[src/rtl/ep_out_pkg.sv]
package ep_out_pkg;
  localparam int REG_W     = 32;
  localparam int STS_W     = 2;
  localparam int SETUP_MAX = 3;

  typedef enum logic [1:0] {
    EP_CTRL = 2'd0,
    EP_ISO  = 2'd1,
    EP_BULK = 2'd2,
    EP_INTR = 2'd3
  } ep_kind_e;
endpackage

[src/rtl/ep_byte_cnt.sv]
module ep_byte_cnt #(
  parameter int W     = 19,
  parameter int LEN_W = 11
) (
  input  logic             clk_i,
  input  logic             rst_ni,
  input  logic             ld_i,
  input  logic [W-1:0]     ld_val_i,
  input  logic             dec_i,
  input  logic [LEN_W-1:0] dec_len_i,
  input  logic             en_i,
  output logic [W-1:0]     cnt_o,
  output logic             zero_hit_o
);
  logic [W-1:0] cnt_q;
  logic [W-1:0] len_x;
  logic         drains_out;

  assign len_x      = {{(W-LEN_W){1'b0}}, dec_len_i};
  assign drains_out = (len_x >= cnt_q);

  always_ff @(posedge clk_i or negedge rst_ni) begin
    if (!rst_ni) begin
      cnt_q      <= '0;
      zero_hit_o <= 1'b0;
    end else begin
      zero_hit_o <= 1'b0;
      if (ld_i) begin
        cnt_q <= ld_val_i;
      end else if (dec_i) begin
        // saturate instead of wrapping
        cnt_q      <= drains_out ? '0 : cnt_q - len_x;
        zero_hit_o <= en_i && (cnt_q != '0) && drains_out;
      end
    end
  end

  assign cnt_o = cnt_q;
endmodule

[src/rtl/ep_pkt_cnt.sv]
module ep_pkt_cnt #(
  parameter int W = 10
) (
  input  logic         clk_i,
  input  logic         rst_ni,
  input  logic         ld_i,
  input  logic [W-1:0] ld_val_i,
  input  logic         dec_i,
  output logic [W-1:0] cnt_o
);
  logic [W-1:0] cnt_q;

  always_ff @(posedge clk_i or negedge rst_ni) begin
    if (!rst_ni)                    cnt_q <= '0;
    else if (ld_i)                  cnt_q <= ld_val_i;
    else if (dec_i && cnt_q != '0)  cnt_q <= cnt_q - 1'b1;
  end

  assign cnt_o = cnt_q;
endmodule

[src/rtl/ep_status_fld.sv]
module ep_status_fld
  import ep_out_pkg::*;
(
  input  logic             clk_i,
  input  logic             rst_ni,
  input  ep_kind_e         kind_i,
  input  logic             kind_chg_i,
  input  logic             sw_we_i,
  input  logic             rx_pkt_i,
  input  logic             rx_setup_i,
  input  logic [STS_W-1:0] rx_pid_i,
  output logic [STS_W-1:0] sts_o,
  output logic             ovf_o
);
  logic [STS_W-1:0] sts_q;
  logic             setup_in;

  assign setup_in = rx_pkt_i && rx_setup_i;

  always_ff @(posedge clk_i or negedge rst_ni) begin
    if (!rst_ni) begin
      sts_q <= '0;
      ovf_o <= 1'b0;
    end else begin
      ovf_o <= 1'b0;
      if (kind_chg_i) begin
        sts_q <= '0;
      end else begin
        unique case (kind_i)
          EP_CTRL: begin
            if (sw_we_i)                     sts_q <= STS_W'(SETUP_MAX);
            else if (setup_in && sts_q != '0) sts_q <= sts_q - 1'b1;
            else if (setup_in)               ovf_o <= 1'b1;
          end
          EP_ISO: if (rx_pkt_i) sts_q <= rx_pid_i;
          default: sts_q <= '0;
        endcase
      end
    end
  end

  assign sts_o = sts_q;
endmodule

[src/rtl/ep_out_xfer_tracker.sv]
module ep_out_xfer_tracker
  import ep_out_pkg::*;
#(
  parameter int XFER_W = 19,
  parameter int PKT_W  = 10,
  parameter int LEN_W  = 11
) (
  input  logic              clk_i,
  input  logic              rst_ni,
  input  logic              reg_we_i,
  input  logic [REG_W-1:0]  reg_wdata_i,
  output logic [REG_W-1:0]  reg_rdata_o,
  input  logic [1:0]        ep_type_i,
  input  logic              ep_enable_i,
  input  logic              rx_pkt_i,
  input  logic [STS_W-1:0]  rx_pid_i,
  input  logic              rx_setup_i,
  input  logic              drain_pkt_i,
  input  logic [LEN_W-1:0]  drain_len_i,
  output logic              xfer_done_o,
  output logic              setup_ovf_o
);
  localparam int PKT_LSB = XFER_W;
  localparam int STS_LSB = XFER_W + PKT_W;

  ep_kind_e         kind;
  ep_kind_e         kind_q;
  logic             kind_chg;
  logic [XFER_W-1:0] size_cnt;
  logic [PKT_W-1:0]  pkt_cnt;
  logic [STS_W-1:0]  sts;

  assign kind     = ep_kind_e'(ep_type_i);
  assign kind_chg = (kind != kind_q);

  always_ff @(posedge clk_i or negedge rst_ni) begin
    if (!rst_ni) kind_q <= EP_CTRL;
    else         kind_q <= kind;
  end

  ep_byte_cnt #(.W(XFER_W), .LEN_W(LEN_W)) i_byte_cnt (
    .clk_i      (clk_i),
    .rst_ni     (rst_ni),
    .ld_i       (reg_we_i),
    .ld_val_i   (reg_wdata_i[XFER_W-1:0]),
    .dec_i      (drain_pkt_i),
    .dec_len_i  (drain_len_i),
    .en_i       (ep_enable_i),
    .cnt_o      (size_cnt),
    .zero_hit_o (xfer_done_o)
  );

  ep_pkt_cnt #(.W(PKT_W)) i_pkt_cnt (
    .clk_i    (clk_i),
    .rst_ni   (rst_ni),
    .ld_i     (reg_we_i),
    .ld_val_i (reg_wdata_i[PKT_LSB +: PKT_W]),
    .dec_i    (rx_pkt_i),
    .cnt_o    (pkt_cnt)
  );

  ep_status_fld i_status (
    .clk_i      (clk_i),
    .rst_ni     (rst_ni),
    .kind_i     (kind),
    .kind_chg_i (kind_chg),
    .sw_we_i    (reg_we_i),
    .rx_pkt_i   (rx_pkt_i),
    .rx_setup_i (rx_setup_i),
    .rx_pid_i   (rx_pid_i),
    .sts_o      (sts),
    .ovf_o      (setup_ovf_o)
  );

  always_comb begin
    reg_rdata_o                       = '0;
    reg_rdata_o[XFER_W-1:0]           = size_cnt;
    reg_rdata_o[PKT_LSB +: PKT_W]     = pkt_cnt;
    reg_rdata_o[STS_LSB +: STS_W]     = sts;
  end
endmodule

[config.mk]
export PLATFORM = sky130hd
export DESIGN_NAME = ep_out_xfer_tracker
export DESIGN_NICKNAME = d
export VERILOG_FILES = /design/src/rtl/ep_out_pkg.sv /design/src/rtl/ep_byte_cnt.sv /design/src/rtl/ep_pkt_cnt.sv /design/src/rtl/ep_status_fld.sv /design/src/rtl/ep_out_xfer_tracker.sv
export SDC_FILE = /design/constraint.sdc
export NUM_CORES = 1
export LEC_CHECK = 0
export CORE_MARGIN = 2
export CORE_UTILIZATION = 43
export CTS_BUF_LIST = sky130_fd_sc_hd__clkbuf_2
export DETAILED_ROUTE_END_ITERATION = 16
export PLACE_DENSITY = 0.79
export SYNTH_ARGS = -nofsm -noshare
export SYNTH_HDL_FRONTEND = slang
export SYNTH_HIERARCHICAL = 1
export SYNTH_SLANG_ARGS = --single-unit
[constraint.sdc]
create_clock -name clk_i -period 2.5 [get_ports clk_i]
set_clock_uncertainty 0.2 [all_clocks]
set_input_delay 0.375 -clock clk_i [delete_from_list [all_inputs] [get_ports clk_i]]
set_output_delay 0.375 -clock clk_i [all_outputs]
set_load 0.05 [all_outputs]
======== After elaboration in Yosys (flattened, before gate mapping) ========
Cells that the tools add are included.
W data, S select, Z words.
storage, ports and cells
  bits in registers ....................... 35
  input port bits ......................... 54
  output and inout port bits .............. 34
cells by class
  $add $sub $neg .......................... 3
  $lt $le $gt $ge ......................... 1
  equal/unequal tests ..................... 4
  multiplexer cells ....................... 17
  reduce and logical (&&, ||, !) cells .... 12
operators with widths
  kind                     count
  $mux W19                 3
  $mux W10                 2
  $ge A11 B19 Y1           1
  $reduce_bool A19 Y1      1
  $sub A19 B11 Y19         1
  $reduce_bool A10 Y1      1
  $sub A10 B1 Y10 const B  1
  $mux W2                  4
  $mux W1                  7
  $reduce_bool A2 Y1       3
  $logic_and A1 B1 Y1      5
  $ne A4 B2 Y1 const B     1
  $pmux W2 S2              1
  $ne A3 B2 Y1 const B     1
  $eq A2 B1 Y1 const B     1
  $logic_not A2 Y1         1
  $ne A2 B2 Y1             1
  $reduce_and A2 Y1        1
  $sub A2 B1 Y2 const B    1

======== Longest topological paths before layout ========
Gate-level depths: netlist of run 1.
  depth after elaboration ................. 6
  depth in mapped cells ................... 10

======== Cells and area by module ========
The synthesis of run 1 kept the hierarchy.
modules (own cells, without submodules)
  module               instances  cells each  area an instance (sq um)  seq. area each (sq um)
  ep_byte_cnt          1          189         1674.1                    500.5
  ep_pkt_cnt           1          72          621.8                     250.2
  ep_status_fld        1          19          207.7                     75.1
  ep_out_xfer_tracker  1          7           82.6                      50.0

======== Least setup slack after synthesis of run 1 ========
Ideal clock, no wire load.
  path type ............................... flip-flop to flip-flop
  start ................................... register i_byte_cnt.cnt_q[0], in the netlist i_byte_cnt/cnt_o[0]
  end ..................................... register i_byte_cnt.cnt_q[16], in the netlist i_byte_cnt/cnt_o[16]
  library setup time ...................... 83 ps
  arrival time ............................ 2651 ps
  required time ........................... 2217 ps
  slack ................................... -434 ps
  cell stages (with the launch flop) ...... 10
  path through ............................ dfrtp_1 inv_1 ha_1 inv_1 fa_1 a21o_1 a221oi_1 o31ai_1 or4_1 o21ai_0
between the ends
  word-level cells in the longest chain between the ends .. 4
  elaborated cells on any way between the ends .. 5
  those cells by class .................... add/sub (1); order compare (1); mux (3)
ends and longest elaborated chain
  what                                                line                                  text
  start: declaration                                  ep_byte_cnt.sv:15                     logic [W-1:0] cnt_q;
  start signal: assignment                            ep_byte_cnt.sv:29                     cnt_q <= ld_val_i;
  start signal: assignment                            ep_byte_cnt.sv:32                     cnt_q <= drains_out ? '0 : cnt_q - len_x;
  $sub A19 B11 Y19 or $ge A11 B19 Y1 (tied branches)  ep_byte_cnt.sv:32, ep_byte_cnt.sv:20
  $mux W19 *                                          ep_byte_cnt.sv:32
  $mux W19 *                                          ep_byte_cnt.sv:30                     end else if (dec_i) begin
  $mux W19 *                                          ep_byte_cnt.sv:28                     if (ld_i) begin
Every way passes the cells marked *; elsewhere a longest branch is shown, timed or not. The select of a mux whose other input is x is not followed.
A chain may end at the register's enable or synchronous reset.

======== Worst setup path in the final report of run 1 ========
  start ................................... register i_byte_cnt.cnt_q[0], in the netlist i_byte_cnt/cnt_o[0]
  end ..................................... register i_byte_cnt.cnt_q[10], in the netlist i_byte_cnt/cnt_o[10]
The elaborated chain is that of the path after synthesis.

==> run metrics, run 1 <==
outcome finished with violations; failing checks negative setup slack; Buffers on Ports 83; Overflow after GRT 0; Initial DRC Count 158; Post-Syn Instances 287; hold bufs inserted after CTS 0; Ant. Diodes 0; CTS tree built; Critical Path RT 2.63 ns; reg2reg start i_byte_cnt/cnt_o[0]$_DFFE_PN0P_; sequential share of the synthesized area 0.339; clock net sink count 35; Worst path most repeated cell inv_2; Die ar. 6650 µm²; Buf+Inv Stages, Crit Path 3; Util after Layout 0.722; Clock transition at path regs 0.21 ns; FFs w/ async S/R, synth 1.00; ranking of synthesized cells by area dfrtp_1 (34%), ha_1 (6.3%), o31ai_1 (4.4%); Worst Hold Slack 0.143 ns; post-synthesis register bit count 35; Synth Area per Inst 9.01 µm²; Worst Path Max Fanout 3; TritonRoute pass-1 iters 5; core area 5850 µm²; actual slew at the worst max-slew pin 0.725 ns; Clk Tree Root Cell clkbuf_2; area post-placement 3960 µm²; area grow syn2layout 63.4%; min Tclk post-route 2.62 ns; Yosys top cell area share 0.339; Distinct cells, synth 64; CTS H-tree lvls 2; Yosys Warn Count 6; Syn Std Cell Area 2590 µm²; placed insts 490; first-pass GRT wire length 12600 µm; DRC 0; HPWL reported at the end of detailed placement 5980 µm; area leader, netlist dfrtp_1; Top FF cell, synth dfrtp_1; TritonCTS Buffers 5; slowest cell delay on critical path 0.46 ns; Crit-path slowest cell dfrtp_2; num rows 28; multi-input logic area 1740 µm²; Fillers 421; DRT antenna net count 0; RR Endpoint i_byte_cnt/cnt_o[10]$_DFFE_PN0P_; Synthesized Nets 355; R2R cell count 11; sequential cell area 891 µm²; WP data arrival 2.75 ns; R2R Setup Slk -0.12 ns; Overall Global Routing Usage 0.244; via count 2901; Non-Filler Instances 509; setup violators final 9; count of max-cap constraint violations 0; Hold Path Class input pin to asynchronous set/reset pin; clk buf depth 2; pin count of the biggest net entering global routing 36; Design Area, Final 4230 µm²; worst-skew pair later-pin latency 0.40 ns; RSZ-0062 raised after global routing yes; Die Width 81.6 µm; critical path type register to register; number of top-level pins 88; Starting Density 0.442; CP cell instances inv_2 > ha_4 > inv_2 > fa_2 > a21o_1 > a221oi_4 > buf_4 > o21ai_2 > o31ai_2 > xnor2_1 > o31ai_1; Final Hold Viols 0; Slew Limit Fails 0; initial antenna violation count 0; nets 501; die extent in y 81.6 µm; crit share post-route 1.05; Vias per Instance 5.70; Routed WL 8550 µm; Final Worst Setup Slack -0.119 ns; number of synthesized flops with an enable pin 0; LEAKAGE 1.76 nW; Startpoint Class register; Slew HR 0.512; P per Cell Area 603 nW/µm²; Fmax 382 MHz; GP Congestion 0.945; CP endpoint kind register; Post-Place Setup Slack -0.526 ns; vias in the first global route 2657; peak supply drop 0.429 mV; layout cells sized above 1 0.304; drt wl/cell 16.8 µm; critical path's top delay family compound AO/OA/AOI/OAI gates
==> routing by layer <==
metal	GRT usage	share of wire	vias up
met4	0.0695	0.018	0
met5	0	0	-
met2	0.414	0.50	133
met3	0.0429	0.061	17
li1	-	-	1369
met1	0.319	0.42	1382
==> synthesized netlist by cell type (6+ instances only) <==
cell type,count
nand2_1,16
clkbuf_1,8
a21oi_1,16
nand2b_1,8
xnor2_1,10
a22oi_1,11
xor2_1,6
nor2_1,15
nand3_1,7
o31ai_1,15
ha_1,13
dfrtp_1,35
inv_1,25
o21ai_0,16
==> layout by cell type, fill, tap and decap left out, types with 3 or more instances in the layout <==
master,instances
o21ai_1,8
nand2b_1,8
nor4_1,4
nand3_1,7
nand2_1,16
ha_1,10
clkbuf_2,5
o41ai_2,3
dfrtp_1,23
xnor2_1,10
dfrtp_2,12
a21oi_1,13
buf_4,66
nor2_1,13
nor3b_1,3
o31ai_1,11
clkdlybuf4s50_1,82
nor3_1,4
nor2b_1,4
xor2_1,6
inv_1,23
a22oi_1,11
o21ai_0,9
a21oi_2,3
nand4_1,4
==> how the worst max path moves through the flow <==
| stage | from | endpoint | slack [ns] | depth (start not counted) |
|---|---|---|---|---|
| after floorplan | i_byte_cnt/cnt_o[0]$_DFFE_PN0P_ | i_byte_cnt/cnt_o[16]$_DFFE_PN0P_ | -0.09 | 9 |
| after global placement | drain_len_i[0] | i_byte_cnt/cnt_o[16]$_DFFE_PN0P_ | -0.45 | 9 |
| after detailed placement | drain_len_i[0] | i_byte_cnt/cnt_o[16]$_DFFE_PN0P_ | -0.53 | 9 |
| after CTS | i_byte_cnt/cnt_o[0]$_DFFE_PN0P_ | i_byte_cnt/cnt_o[16]$_DFFE_PN0P_ | -0.07 | 9 |
| after global routing | i_byte_cnt/cnt_o[0]$_DFFE_PN0P_ | i_byte_cnt/cnt_o[10]$_DFFE_PN0P_ | -0.23 | 11 |
| final | i_byte_cnt/cnt_o[0]$_DFFE_PN0P_ | i_byte_cnt/cnt_o[10]$_DFFE_PN0P_ | -0.12 | 11 |
==> final cells by class <==
type	count	area share
Inverter	25	0.0222
Clock inverter	3	0.0112
Tap cell	75	0.0222
Multi-Input combinational cell	216	0.412
Clock buffer	5	0.00592
Timing Repair Buffer	150	0.315
Sequential cell	35	0.211
==> state kept, by name, indices dropped and copies added, names as in the netlist <==
signal                 count
i_status/ovf_o             1
i_byte_cnt/zero_hit_o      1
i_pkt_cnt/cnt_o           10
kind_q                     2
i_byte_cnt/cnt_o          19
i_status/sts_o             2
==> logic make-up (layout without fill, tap and decap cells) <==
kind of cell	Yosys count	count (layout)	share of synthesized area
XOR/XNOR	16	16	0.0542
buffers and inverters	36	183	0.0595
AND/OR/NAND/NOR	88	88	0.204
AO/OA/AOI/OAI	92	92	0.251
other	1	1	0.00145
multiplexers	5	5	0.0208
adder cells (fa/ha/maj)	14	14	0.0706
flip-flops	35	35	0.339
==> per-stage QoR <==
stage	power, mW	TNS (ns)
floorplan	1.47	-0.718
global placement	1.99	-7.39
detailed placement	2.02	-8.70
CTS	2.46	-0.224
global route	2.69	-1.39
finish	2.55	-0.399
==> repair_timing <==
action / in CTS / in global routing
endpoints found under the setup margin: 19 / 17
resized for setup: 4 / 23
gates cloned: 0 / 0
pin swaps: 4 / 12
buffers inserted: 7 / 6
==> where the power goes <==
part / switching (mW) / internal (mW)
registers: 0.0850 / 0.642
logic: 0.779 / 0.646
clock network: 0.220 / 0.175
(Power assumes the default switching activity.)
==> run 2, diff against run 1 <==
- CORE_UTILIZATION: 43 -> 41
- PLACE_DENSITY: 0.79 -> 0.76
==> run 2 against run 1 <==
The flow still finishes with violations (negative setup slack); worst hold slack improved by 0.028 ns; total power decreased by 6.5%; clock power fell by 30%; non-clock buffer count grew 2; critical path type is now input pin to register; largest power group unchanged; highest routed layer unchanged.
==> run metrics, run 2 (synthesis gave the netlist of run 1 again) <==
outcome finished with violations; failing checks negative setup slack; Util after Layout 0.700; P per Cell Area 565 nW/µm²; Hold Path Class input pin to asynchronous set/reset pin; area grow syn2layout 63.0%; DRC 0; clock net sink count 35; Ant. Diodes 0; nets 504; clk buf depth 2; CTS H-tree lvls 2; Die ar. 6960 µm²; slowest cell delay on critical path 0.52 ns; DRT antenna net count 0; count of max-cap constraint violations 0; min Tclk post-route 2.57 ns; Die Width 83.4 µm; critical path type input pin to register; RR Endpoint i_byte_cnt/cnt_o[16]$_DFFE_PN0P_; first-pass GRT wire length 12600 µm; Clock transition at path regs 0.20 ns; CTS tree built; Post-Place Setup Slack -0.532 ns; Routed WL 7740 µm; TritonRoute pass-1 iters 4; Overflow after GRT 0; R2R cell count 9; reg2reg start i_byte_cnt/cnt_o[0]$_DFFE_PN0P_; critical path's top delay family compound AO/OA/AOI/OAI gates; num rows 28; Tot Pwr 2.38 mW; crit share post-route 1.03; Buf+Inv Stages, Crit Path 2; CP cell instances clkdlybuf4s50_1 > ha_4 > inv_2 > fa_2 > a21o_1 > a221oi_4 > o31ai_4 > or4_1 > o21ai_1; number of top-level pins 88; R2R Setup Slk -0.06 ns; area post-placement 3990 µm²; Final Hold Viols 0; HPWL reported at the end of detailed placement 5860 µm; Non-Filler Instances 512; Crit-path slowest cell clkdlybuf4s50_1; max FFs per register 19; Worst Path Max Fanout 7; Fillers 462; Starting Density 0.429; layout cells sized above 1 0.300; Critical Path RT 2.62 ns; actual slew at the worst max-slew pin 0.625 ns; CP endpoint kind register; most common cell after layout, fill and taps aside clkdlybuf4s50_1; hold bufs inserted after CTS 0; Initial DRC Count 115; core area 6030 µm²; vias in the first global route 2673; Slew HR 0.583; RSZ-0062 raised after global routing yes; Fmax 389 MHz; initial antenna violation count 0; TritonCTS Buffers 5; GP Congestion 0.930; drt wl/cell 15.1 µm; Startpoint Class input pin; setup violators final 9; Clk Tree Root Cell clkbuf_2; Final Worst Setup Slack -0.0739 ns; Vias per Instance 5.44; Overall Global Routing Usage 0.220; Slew Limit Fails 0; WP data arrival 2.69 ns; Buffers on Ports 83; LEAKAGE 1.77 nW; via count 2786; peak supply drop 0.336 mV; commonest cells after routing, fill and taps aside clkdlybuf4s50_1 (82), buf_4 (66), inv_1 (23), dfrtp_1 (23), nand2_1 (16); placed insts 496; die extent in y 83.4 µm; Design Area, Final 4220 µm²; worst-skew pair later-pin latency 0.39 ns; pin count of the biggest net entering global routing 36
==> run 2: final cells by class <==
class	instances	area [µm²]	area share
multi-input cells	217	1740	0.412
repair buffers	152	1360	0.321
flip-flops and latches	35	891	0.211
inverters	25	93.8	0.0223
well taps	75	93.8	0.0223
clock buffers	5	25.0	0.00594
clock inverters	3	20.0	0.00475
==> run 2: per-stage QoR <==
stage          TNS, ns  hold WS [ns]
5_1_grt          -1.32         0.185
3_3_place_gp     -7.94         0.304
6_report        -0.382         0.171
3_5_place_dp     -9.08         0.311
2_1_floorplan   -0.718        -0.121
4_1_cts         -0.244         0.161
==> run 2: repair_timing <==
item                                    in CTS  in global routing
endpoints found under the setup margin      14                 18
pin swaps                                    6                  9
gates cloned                                 1                  0
setup buffers                                4                  3
resized for setup                            4                 19
==> run 2: metal layers <==
metal | GRT usage | share of wire | vias up
met1 | 0.295 | 0.46 | 1327
li1 | - | - | 1377
met4 | 0.0630 | 0.018 | 0
met3 | 0.0378 | 0.042 | 12
met5 | 0 | 0 | -
met2 | 0.366 | 0.48 | 70
==> run 2: worst max path at each step <==
stage / start / endpoint / slack (ns) / cells after the start
2_1_floorplan: i_byte_cnt/cnt_o[0]$_DFFE_PN0P_ / i_byte_cnt/cnt_o[16]$_DFFE_PN0P_ / -0.09 / 9
3_3_place_gp: drain_len_i[0] / i_byte_cnt/cnt_o[16]$_DFFE_PN0P_ / -0.46 / 9
3_5_place_dp: drain_len_i[4] / i_byte_cnt/cnt_o[2]$_DFFE_PN0P_ / -0.53 / 10
4_1_cts: i_byte_cnt/cnt_o[0]$_DFFE_PN0P_ / i_byte_cnt/cnt_o[16]$_DFFE_PN0P_ / -0.06 / 9
5_1_grt: i_byte_cnt/cnt_o[0]$_DFFE_PN0P_ / i_byte_cnt/cnt_o[16]$_DFFE_PN0P_ / -0.16 / 9
6_report: drain_len_i[0] / i_byte_cnt/cnt_o[16]$_DFFE_PN0P_ / -0.07 / 9
==> run 2: where the power goes <==
group          switching [mW]  internal, mW  total, mW  leakage (nW)
Sequential             0.0841         0.642      0.726         0.414
Clock                   0.208        0.0673      0.276        0.0266
Combinational           0.747         0.634       1.38          1.33
==> run 3, diff against run 2 <==
- CORE_MARGIN: 2 -> 3
==> run 3 against run 2 <==
The run still ends with negative setup slack left; wire length rose by 9.4%; highest routed layer unchanged; total power is 12% higher; critical path type is now register to register; critical path depth grew 1; register-to-register slack got worse by 0.02 ns; maximum frequency down 0.11%; via count up 2.0%.
==> run metrics, run 3 (synthesis gave the netlist of run 1 again) <==
die extent in y 85.4 µm; Ant. Diodes 0; commonest cells after routing, fill and taps aside clkdlybuf4s50_1 (80), buf_4 (69), dfrtp_1 (23); nets 507; R2R cell count 10; Final Hold Viols 0; count of max-cap constraint violations 0; most common cell after layout, fill and taps aside clkdlybuf4s50_1; worst-skew pair later-pin latency 0.39 ns; Startpoint Class register; initial antenna violation count 0; Fmax 388 MHz; Die ar. 7300 µm²; num rows 28; GP Congestion 0.956; RSZ-0062 raised after global routing yes; Critical Path RT 2.58 ns; failing checks negative setup slack; Worst path most repeated cell inv_2; Initial DRC Count 162; core area 6030 µm²; peak supply drop 0.374 mV; Util after Layout 0.725; vias in the first global route 2835; Worst Hold Slack 0.182 ns; Die Width 85.4 µm; RR Endpoint i_byte_cnt/cnt_o[18]$_DFFE_PN0P_; first-pass GRT wire length 13100 µm; HPWL reported at the end of detailed placement 6060 µm; hold bufs inserted after CTS 0; setup violators final 6; Starting Density 0.429; crit path capture i_byte_cnt/cnt_o[18]$_DFFE_PN0P_; TritonRoute pass-1 iters 4; actual slew at the worst max-slew pin 0.651 ns; Clk Tree Root Cell clkbuf_2; layout cells sized above 1 0.318; Post-Place Setup Slack -0.579 ns; clk buf depth 2; P per Cell Area 610 nW/µm²; outcome finished with violations; Overflow after GRT 0; area grow syn2layout 69.0%; TritonCTS Buffers 5; Slew Limit Fails 0; DRC 0; Crit-path slowest cell dfrtp_2; Buffers on Ports 83; Final Worst Setup Slack -0.0767 ns; crit share post-route 1.03; Clock transition at path regs 0.20 ns; LEAKAGE 1.82 nW; slowest cell delay on critical path 0.45 ns; crit path from i_byte_cnt/cnt_o[0]$_DFFE_PN0P_; drt wl/cell 16.4 µm; Slew HR 0.566; min Tclk post-route 2.58 ns; pin count of the biggest net entering global routing 37; clock net sink count 35; CTS tree built; Tot Pwr 2.67 mW; max FFs per register 19; critical path type register to register; R2R Setup Slk -0.08 ns; Vias per Instance 5.52; CTS H-tree lvls 2; reg2reg start i_byte_cnt/cnt_o[0]$_DFFE_PN0P_; Hold Path Class input pin to asynchronous set/reset pin; number of top-level pins 88; DRT antenna net count 0; Routed WL 8460 µm; Fin Setup TNS -0.220 ns; Worst Path Max Fanout 7; via count 2842; Overall Global Routing Usage 0.223; CP endpoint kind register; CP cell instances inv_2 > ha_4 > inv_2 > fa_2 > a21o_1 > a221oi_4 > o31ai_4 > a211oi_2 > a2bb2oi_1 > o31ai_1; WP data arrival 2.66 ns
## run 3: cell types whose count changed in the layout (fill, tap and decap cells not counted), sizes merged, moves of 2 or more
cell | before | now
buf | 70 | 74
bufinv | 0 | 2
clkdlybuf4s50 | 82 | 80
clkinv | 2 | 0
## run 3: worst max-delay path: cells and delay by family (launching register included)
| family | cells | cell delay (ns) |
|---|---|---|
| compound gates | 6 | 1.24 |
| fa+ha+maj | 2 | 0.48 |
| buf+inv | 2 | 0.11 |
| flops | 1 | 0.45 |
## run 3: report_power, final
| part | switching [mW] | leakage (nW) | internal, mW | total (mW) |
|---|---|---|---|---|
| Clock | 0.205 | 0.0532 | 0.274 | 0.479 |
| Combinational | 0.771 | 1.35 | 0.678 | 1.45 |
| Sequential | 0.0953 | 0.414 | 0.643 | 0.738 |
## run 3: area by class of cell
cell class                 count  area [µm²]
clock buffer                   6        30.0
inverter                      25        93.8
multi-input combinational    216        1780
tap                           75        93.8
clock inverter                 2        60.1
timing repair buffer         156        1420
sequential                    35         891
fill                         456        1650
## run 3: worst min path at each step
stage,endpoint,slack (ns),depth (start not counted)
2_1_floorplan,i_byte_cnt/cnt_o[0]$_DFFE_PN0P_,-0.12,0
3_3_place_gp,i_status/sts_o[1]$_DFFE_PN0P_,0.30,1
3_5_place_dp,i_status/sts_o[1]$_DFFE_PN0P_,0.33,1
4_1_cts,i_byte_cnt/zero_hit_o$_DFF_PN0_,0.18,2
5_1_grt,i_byte_cnt/cnt_o[12]$_DFFE_PN0P_,0.19,2
6_report,i_byte_cnt/cnt_o[12]$_DFFE_PN0P_,0.18,2
## run 3: per-stage QoR
stage	std cells	instance area, µm²
2_1_floorplan	287	2670
3_5_place_dp	493	3980
6_report	515	4370
5_1_grt	515	4370
3_3_place_gp	493	3980
4_1_cts	509	4200
## run 3: routing by layer
layer	vias to the layer above	global-route usage	routed length, µm
li1	1383	-	-
met1	1362	0.298	3710
met2	85	0.373	4220
met3	12	0.0320	394
met4	0	0.0633	146
met5	-	0	0
## run 3: repair_timing
item                                    in CTS  in global routing
endpoints found under the setup margin      16                 19
gates resized for setup                      7                 24
gates cloned                                 1                  0
pin swaps                                    6                 14
buffers inserted                             7                  8
